File: config.mk
export PLATFORM = sky130hd
export DESIGN_NAME = adc_thr_mon
export DESIGN_NICKNAME = d
export VERILOG_FILES = /design/src/rtl/adc_thr_pkg.sv /design/src/rtl/adc_thr_cfg.sv /design/src/rtl/adc_thr_ticks.sv /design/src/rtl/adc_thr_status.sv /design/src/rtl/adc_thr_mon.sv
export SDC_FILE = /design/constraint.sdc
export NUM_CORES = 2
export LEC_CHECK = 0
export BUFFER_PORTS_ARGS = -buffer_cell sky130_fd_sc_hd__buf_2
export CAP_MARGIN = 20
export CELL_PAD_IN_SITES_DETAIL_PLACEMENT = 0
export CELL_PAD_IN_SITES_GLOBAL_PLACEMENT = 1
export CORE_MARGIN = 5
export CORE_UTILIZATION = 39
export DETAILED_ROUTE_END_ITERATION = 10
export PLACE_DENSITY = 0.74
export SLEW_MARGIN = 0
export SYNTH_ARGS = -nofsm -noshare
export SYNTH_HDL_FRONTEND = slang
export SYNTH_SLANG_ARGS = --single-unit
File: constraint.sdc
create_clock -name clk -period 3.3 [get_ports clk]
set_clock_uncertainty 0.1 [all_clocks]
set_input_delay 0.165 -clock clk [delete_from_list [all_inputs] [get_ports clk]]
set_output_delay 0.165 -clock clk [all_outputs]
set_load 0.02 [all_outputs]
File: src/rtl/adc_thr_pkg.sv
package adc_thr_pkg;
  localparam logic [7:0] A_STAT_LO = 8'h0a;
  localparam logic [7:0] A_STAT_HI = 8'h0b;
  localparam logic [7:0] A_NCH     = 8'h0f;
  localparam logic [7:0] A_GEN     = 8'h46;
  localparam logic [7:0] A_CONV    = 8'h47;
  localparam logic [7:0] A_CH_BASE = 8'h60;
  localparam logic [1:0] TSEL_NONE = 2'd3;
  localparam int         THR_W     = 16;

  typedef struct packed {
    logic [7:0]       sel;
    logic [THR_W-1:0] lo;
    logic [THR_W-1:0] hi;
    logic [1:0]       tsel;
    logic [5:0]       ctl;
    logic             meas;
    logic             ie_hi;
    logic             ie_lo;
  } chan_cfg_t;
endpackage

File: src/rtl/adc_thr_cfg.sv
module adc_thr_cfg
  import adc_thr_pkg::*;
#(
  parameter int NCH = 8
) (
  input  logic            clk,
  input  logic            rst_n,
  input  logic            wr_en,
  input  logic [7:0]      addr,
  input  logic [7:0]      wdata,
  output chan_cfg_t       cfg [NCH],
  output logic            gen_en,
  output logic            run,
  output logic [NCH-1:0]  dis,
  output logic [7:0]      rdata
);
  localparam logic [4:0] WIN0 = A_CH_BASE[7:3];

  for (genvar n = 0; n < NCH; n++) begin : g_ch
    chan_cfg_t r;
    logic      hit;
    assign hit    = wr_en && (addr[7:3] == WIN0 + 5'(n));
    assign dis[n] = hit && (addr[2:0] == 3'd7) && !wdata[7];
    assign cfg[n] = r;

    always_ff @(posedge clk) begin
      if (!rst_n) begin
        r <= '0;
      end else if (hit) begin
        case (addr[2:0])
          3'd0: r.sel      <= wdata;
          3'd1: r.lo[7:0]  <= wdata;
          3'd2: r.lo[15:8] <= wdata;
          3'd3: r.hi[7:0]  <= wdata;
          3'd4: r.hi[15:8] <= wdata;
          3'd5: r.tsel     <= wdata[1:0];
          3'd6: r.ctl      <= wdata[5:0];
          default: begin
            r.meas  <= wdata[7];
            r.ie_hi <= wdata[1];
            r.ie_lo <= wdata[0];
          end
        endcase
      end
    end
  end

  always_ff @(posedge clk) begin
    if (!rst_n) begin
      gen_en <= 1'b0;
      run    <= 1'b0;
    end else if (wr_en && addr == A_GEN) begin
      gen_en <= wdata[7];
      if (!wdata[7]) run <= 1'b0;
    end else if (wr_en && addr == A_CONV && wdata[7] && gen_en) begin
      run <= 1'b1;
    end
  end

  always_comb begin
    rdata = '0;
    case (addr)
      A_GEN:  rdata = {gen_en, 7'b0};
      A_CONV: rdata = {run, 7'b0};
      A_NCH:  rdata = 8'(NCH);
      default: begin
        for (int n = 0; n < NCH; n++) begin
          if (addr[7:3] == WIN0 + 5'(n)) begin
            case (addr[2:0])
              3'd0: rdata = cfg[n].sel;
              3'd1: rdata = cfg[n].lo[7:0];
              3'd2: rdata = cfg[n].lo[15:8];
              3'd3: rdata = cfg[n].hi[7:0];
              3'd4: rdata = cfg[n].hi[15:8];
              3'd5: rdata = {6'b0, cfg[n].tsel};
              3'd6: rdata = {2'b0, cfg[n].ctl};
              default: rdata = {cfg[n].meas, 5'b0, cfg[n].ie_hi, cfg[n].ie_lo};
            endcase
          end
        end
      end
    endcase
  end

  p_run_needs_en_r3: assert property (@(posedge clk) disable iff (!rst_n)
    run |-> gen_en);
endmodule

File: src/rtl/adc_thr_ticks.sv
module adc_thr_ticks #(
  parameter int P0 = 16,
  parameter int P1 = 32,
  parameter int P2 = 64
) (
  input  logic       clk,
  input  logic       rst_n,
  input  logic       run,
  output logic [2:0] tick
);
  localparam int PMAX = (P0 > P1) ? ((P0 > P2) ? P0 : P2) : ((P1 > P2) ? P1 : P2);
  localparam int CW   = $clog2(PMAX + 1);
  localparam int PERS [3] = '{P0, P1, P2};

  for (genvar k = 0; k < 3; k++) begin : g_tmr
    localparam logic [CW-1:0] LAST = CW'(PERS[k] - 1);
    logic [CW-1:0] cnt;
    assign tick[k] = run && (cnt == LAST);

    always_ff @(posedge clk) begin
      if (!rst_n || !run) cnt <= '0;
      else if (cnt == LAST) cnt <= '0;
      else cnt <= cnt + 1'b1;
    end

    p_cnt_range_r8: assert property (@(posedge clk) disable iff (!rst_n)
      cnt <= LAST);
  end
endmodule

File: src/rtl/adc_thr_status.sv
module adc_thr_status
  import adc_thr_pkg::*;
#(
  parameter int NCH = 8
) (
  input  logic             clk,
  input  logic             rst_n,
  input  chan_cfg_t        cfg [NCH],
  input  logic [NCH-1:0]   dis,
  input  logic [2:0]       tick,
  input  logic             smp_fire,
  input  logic [7:0]       smp_input,
  input  logic [THR_W-1:0] smp_code,
  input  logic [NCH-1:0]   w1c_lo,
  input  logic [NCH-1:0]   w1c_hi,
  output logic [NCH-1:0]   stat_lo,
  output logic [NCH-1:0]   stat_hi,
  output logic             irq
);
  logic [NCH-1:0] qual;
  logic [3:0]     tick4;
  assign tick4 = {1'b0, tick};

  for (genvar n = 0; n < NCH; n++) begin : g_ch
    logic armed, take, lo_set, hi_set, tmr_free;
    logic unused_ctl;
    assign unused_ctl = ^cfg[n].ctl;
    assign tmr_free   = (cfg[n].tsel == TSEL_NONE);
    assign take   = smp_fire && cfg[n].meas && (cfg[n].sel == smp_input) && (tmr_free || armed);
    assign lo_set = take && (smp_code <= cfg[n].lo);
    assign hi_set = take && (smp_code >= cfg[n].hi);

    always_ff @(posedge clk) begin
      if (!rst_n || dis[n]) armed <= 1'b0;
      else if (!tmr_free && tick4[cfg[n].tsel]) armed <= 1'b1;
      else if (take) armed <= 1'b0;
    end

    always_ff @(posedge clk) begin
      if (!rst_n || dis[n]) begin
        stat_lo[n] <= 1'b0;
        stat_hi[n] <= 1'b0;
      end else begin
        if (lo_set) stat_lo[n] <= 1'b1;
        else if (w1c_lo[n]) stat_lo[n] <= 1'b0;
        if (hi_set) stat_hi[n] <= 1'b1;
        else if (w1c_hi[n]) stat_hi[n] <= 1'b0;
      end
    end

    assign qual[n] = cfg[n].meas && ((stat_lo[n] && cfg[n].ie_lo) || (stat_hi[n] && cfg[n].ie_hi));
  end

  assign irq = |qual;

  logic [NCH-1:0] meas_v;
  always_comb for (int n = 0; n < NCH; n++) meas_v[n] = cfg[n].meas;

  p_stat_gated_r6: assert property (@(posedge clk) disable iff (!rst_n)
    ((stat_lo | stat_hi) & ~meas_v) == '0);
  p_rise_needs_sample_r4: assert property (@(posedge clk) disable iff (!rst_n)
    !$past(smp_fire) |-> (((stat_lo & ~$past(stat_lo)) | (stat_hi & ~$past(stat_hi))) == '0));
  p_sticky_r5: assert property (@(posedge clk) disable iff (!rst_n)
    ($past(w1c_lo) == '0 && $past(w1c_hi) == '0 && $past(dis) == '0)
      |-> ((($past(stat_lo) & ~stat_lo) | ($past(stat_hi) & ~stat_hi)) == '0));
endmodule

File: src/rtl/adc_thr_mon.sv
module adc_thr_mon
  import adc_thr_pkg::*;
#(
  parameter int NCH = 8,
  parameter int P0  = 16,
  parameter int P1  = 32,
  parameter int P2  = 64
) (
  input  logic        clk,
  input  logic        rst_n,
  input  logic        reg_wr,
  input  logic [7:0]  reg_addr,
  input  logic [7:0]  reg_wdata,
  output logic [7:0]  reg_rdata,
  input  logic        smp_valid,
  output logic        smp_ready,
  input  logic [7:0]  smp_input,
  input  logic [15:0] smp_code,
  output logic        irq
);
  chan_cfg_t      cfg [NCH];
  logic           gen_en, run;
  logic [NCH-1:0] dis, stat_lo, stat_hi, w1c_lo, w1c_hi;
  logic [7:0]     cfg_rdata;
  logic [2:0]     tick;
  logic           smp_fire;

  assign smp_ready = run;
  assign smp_fire  = smp_valid && smp_ready;
  assign w1c_lo = (reg_wr && reg_addr == A_STAT_LO) ? reg_wdata[NCH-1:0] : '0;
  assign w1c_hi = (reg_wr && reg_addr == A_STAT_HI) ? reg_wdata[NCH-1:0] : '0;

  adc_thr_cfg #(.NCH(NCH)) u_cfg (
    .clk(clk), .rst_n(rst_n), .wr_en(reg_wr), .addr(reg_addr), .wdata(reg_wdata),
    .cfg(cfg), .gen_en(gen_en), .run(run), .dis(dis), .rdata(cfg_rdata)
  );

  adc_thr_ticks #(.P0(P0), .P1(P1), .P2(P2)) u_ticks (
    .clk(clk), .rst_n(rst_n), .run(run), .tick(tick)
  );

  adc_thr_status #(.NCH(NCH)) u_stat (
    .clk(clk), .rst_n(rst_n), .cfg(cfg), .dis(dis), .tick(tick),
    .smp_fire(smp_fire), .smp_input(smp_input), .smp_code(smp_code),
    .w1c_lo(w1c_lo), .w1c_hi(w1c_hi),
    .stat_lo(stat_lo), .stat_hi(stat_hi), .irq(irq)
  );

  always_comb begin
    case (reg_addr)
      A_STAT_LO: reg_rdata = 8'(stat_lo);
      A_STAT_HI: reg_rdata = 8'(stat_hi);
      default:   reg_rdata = cfg_rdata;
    endcase
  end

  p_irq_source_r7: assert property (@(posedge clk) disable iff (!rst_n)
    irq |-> ((stat_lo | stat_hi) != '0));
  p_ready_enabled_r3: assert property (@(posedge clk) disable iff (!rst_n)
    smp_ready |-> gen_en);
endmodule

==> summary.md <==
| Metric | Value |
|---|---|
| Synth top area cells | dfxtp_1, ha_1, a21boi_1 |
| Final net count | 3,889 |
| Synth area leader | dfxtp_1 |
| Origin of the critical flop-to-flop path | u_cfg.run |
| Total GRT Usage | 29.1% |
| Tmin final | 3300 ps |
| Buf/Inv on CP | 3 |
| Routability-driven placement congestion ratio | 1.03 |
| WL final | 123,000 µm |
| Grt ovf | 0 |
| CTS H-tree depth | 2 |
| # placed instances | 4,495 |
| Synth Area in XOR/XNOR | 2.33% |
| Syn nets | 3,893 |
| Pre-CTS setup slack | 52.4 ps |
| Worst min path class | in2reg |
| Seq cells post-synth | 455 |
| Clk buf depth | 3 |
| Yosys cell types | 91 |
| Maximum VDD drop | 0.381 mV |
| FFs w/ async S/R, synth | 0% |
| Floorplan row count | 100 |
| Most frequent cells in the layout | nand2_1, dfxtp_1, nand3_1, ha_1, inv_1 |
| Ports | 54 |
| Post-synth top area share | 31.1% |
| Layout area overhead | 11.3% |
| Failing checks | negative setup slack |
| Initial antenna violation count | 6 |
| Wire length per cell | 26.7 µm |
| Die width | 284 µm |
| Top_reg_cell synth | dfxtp_1 |
| RSZ-0062 raised after global routing | no |
| YS warnings | 0 |
| Post-layout instance count excluding filler cells | 4,601 |
| Final setup violation count | 1 |
| Status | finished, violations left |
| P_leak | 0.0112 µW |
| Synth Instances | 3,590 |
| Share of layout cells above drive strength 1 | 9.64% |
| DRC | 0 |
| Reg area | 9110 µm² |
| Final ANT Viol Nets | 0 |
| Clock buffer count from CTS | 54 |
| Slowest cell on crit path | o2111ai_1 |
| Critical Path AT | 3040 ps |
| Main combinational cell family by area after synthesis | compound AO/OA/AOI/OAI gates |
| CTS tree | built |
| Root buffer cell | clkbuf_16 |
| CP cell instances | buf_6 > buf_4 > nor2b_1 > a22oi_1 > o22ai_1 > o21ai_1 > a221o_1 > o2111ai_1 > buf_2 |
| Pre-antenna DRT Iters | 6 |
| Finished Core Util | 43.8% |
| Detailed placement HPWL | 86,800 µm |
| Die area | 80,700 µm² |
| Worst Setup Slack, final | -0.858 ps |
| Synthesized cell area | 29,300 µm² |
| Via-per-instance ratio | 5.99 |
| CP Capture Type | primary output |
| 1st-iter DRT viols | 3,319 |
| Compound-Gate Fraction of Synth Area | 21.1% |
| Sequential area share after synthesis | 31.1% |
| Largest net degree at the start of global routing | 94 |
| Most common cell after layout, fill and taps aside | nand2_1 |
| Slew @ Worst Pin | 1120 ps |
| Startpoint types | input pin |
| Setup crit end | reg_rdata[3] |
| Max-cap violations | 0 |
| Post-synth EDFFs | 0 |
| Final Hold Violating Endpoints | 0 |
| Core footprint | 74,400 µm² |
| Worst r2r path cells | 5 |
| CP Data Required Time | 3030 ps |
| Global-route wire length before repair | 178,000 µm |
| # clock sinks | 455 |
| FILL cells | 7,514 |
| Insertion delay to the later sink of the worst-skew pair | 640 ps |
| Via count | 27,600 |
| Placed cell areas | 30,700 µm² |
| Post-Synth Simple-Gate Area | 19.9% |
| Reg2reg end | u_stat.stat_lo[3] |
| Cell family with most CP delay | compound AO/OA/AOI/OAI gates |
| Worst path depth | 9 |
| Final period utilization | 100% |
| Die Y | 284 µm |
| Critical Path Start | reg_addr[2] |
| Initial cell density of the core | 39.3% |
| PortBufs | 53 |
| Post-synthesis mux area share | 7.01% |
| PD cells | 405 nW/µm² |
| Area of the multi-input gates | 18,000 µm² |
| Fmax | 303 MHz |
| Critical path type | in2out |
| Slack of the worst reg-to-reg path | 710 ps |
| Headroom to the max-slew limit | 25.5% |
| Critical path's largest stage delay | 610 ps |
| Vias in the first global route | 25,100 |
| Avg Cell Area, Syn | 8.16 µm² |
| Clock transition at path regs | 60 ps |
| Crit Path Max Fanout | 28 |
| Final-report max-slew violation count | 0 |
| Final Instance Area | 32,600 µm² |
| Area share of fa/ha/maj cells after synthesis | 11.1% |
-- flip-flops by register name (all words and copies together), names as in the netlist --
name	count
u_stat.g_ch.armed	8
u_stat.stat_lo	8
u_cfg.run	1
u_ticks.g_tmr.cnt	21
u_cfg.cfg	408
u_stat.stat_hi	8
u_cfg.gen_en	1
-- per-stage QoR --
| stage | power, µW | TNS [ps] | hold WS, ps |
|---|---|---|---|
| 6_report | 13200 | -0.858 | 29.0 |
| 5_1_grt | 13600 | 0 | 43.5 |
| 4_1_cts | 13200 | 0 | 9.67 |
| 3_5_place_dp | 7060 | 0 | 334 |
| 3_3_place_gp | 7060 | 0 | 326 |
| 2_1_floorplan | 6470 | 0 | 226 |
-- cell families after synthesis --
family / after synthesis
xor+xnor: 78
flops: 455
simple gates: 1203
fa+ha+maj: 259
mux: 184
compound gates: 898
buf+inv: 513
-- how the worst min path moves through the flow --
stage                                    endpoint                     from  depth (start not counted)
after floorplan              u_stat.g_ch[2].armed                    rst_n                          2
after global placement    u_ticks.g_tmr[0].cnt[0]  u_ticks.g_tmr[0].cnt[0]                          1
after detailed placement  u_ticks.g_tmr[1].cnt[0]  u_ticks.g_tmr[1].cnt[0]                          1
after CTS                          u_cfg.cfg[379]             reg_wdata[3]                          3
after global routing               u_cfg.cfg[201]             reg_wdata[5]                          3
final                              u_cfg.cfg[379]             reg_wdata[3]                          3
-- final cells by class --
class | count | share of cell area [%]
multi-input cells | 2622 | 55.4
flip-flops and latches | 455 | 27.9
clock buffers | 78 | 4.79
repair buffers | 194 | 4.45
well taps | 969 | 3.72
inverters | 259 | 2.98
clock inverters | 23 | 0.752
diodes | 1 | 0.00768
-- Yosys cell counts (6+ instances only) --
master and instances:
buf_1 8, nor4_1 9, o211ai_1 15, a22oi_1 34
xor2_1 42, ha_1 259, nor2_1 113, a21boi_1 242
nand3_1 317, o21ai_0 110, a221oi_1 19, nor3_4 6
o21ai_1 17, mux2i_1 142, a21boi_0 75, nand2b_1 28
a31oi_1 7, buf_2 71, xnor2_1 36, a21oi_1 145
dfxtp_1 455, a21o_1 67, mux4_2 14, clkbuf_1 143
o31ai_1 7, o221ai_1 31, nor2_2 7, nand4_1 48
a211oi_1 19, buf_4 20, nor2b_1 109, inv_1 256
buf_6 12, o21a_1 17, or4_1 17, and3_1 11
nand2_1 473, a22o_1 9, mux2_1 25, o22ai_1 35
nor3_1 22
-- layer usage --
layer	GRT usage [%]	vias to the layer above	wire (µm)
met5	0	-	15
met4	10.5	2	5360
met3	4.67	298	10600
met2	45.0	1343	53300
met1	41.2	13300	53800
li1	-	12700	-
-- worst register-to-register path, cell delays in order, from the launching register on --
cell     delay, ps
dfxtp_1        570
and2_1         770
nand2_1        200
or4_1          620
o22a_1         200
o31ai_1         60
-- what timing repair did --
item / in CTS / in global routing
endpoints found under the hold margin: 69 / 0
cloned: 0 / 0
pin swaps: 0 / 1
endpoints found under the setup margin: 1 / 3
gates resized for setup: 1 / 2
hold buffers: 4 / 0
buffers inserted: 0 / 0
-- power by group --
group	switching [µW]	internal, µW	leakage (µW)
Sequential	7.39	5500	0.00366
Clock	2600	3610	0.000891
Combinational	1010	473	0.00667
(Power assumes the default switching activity.)
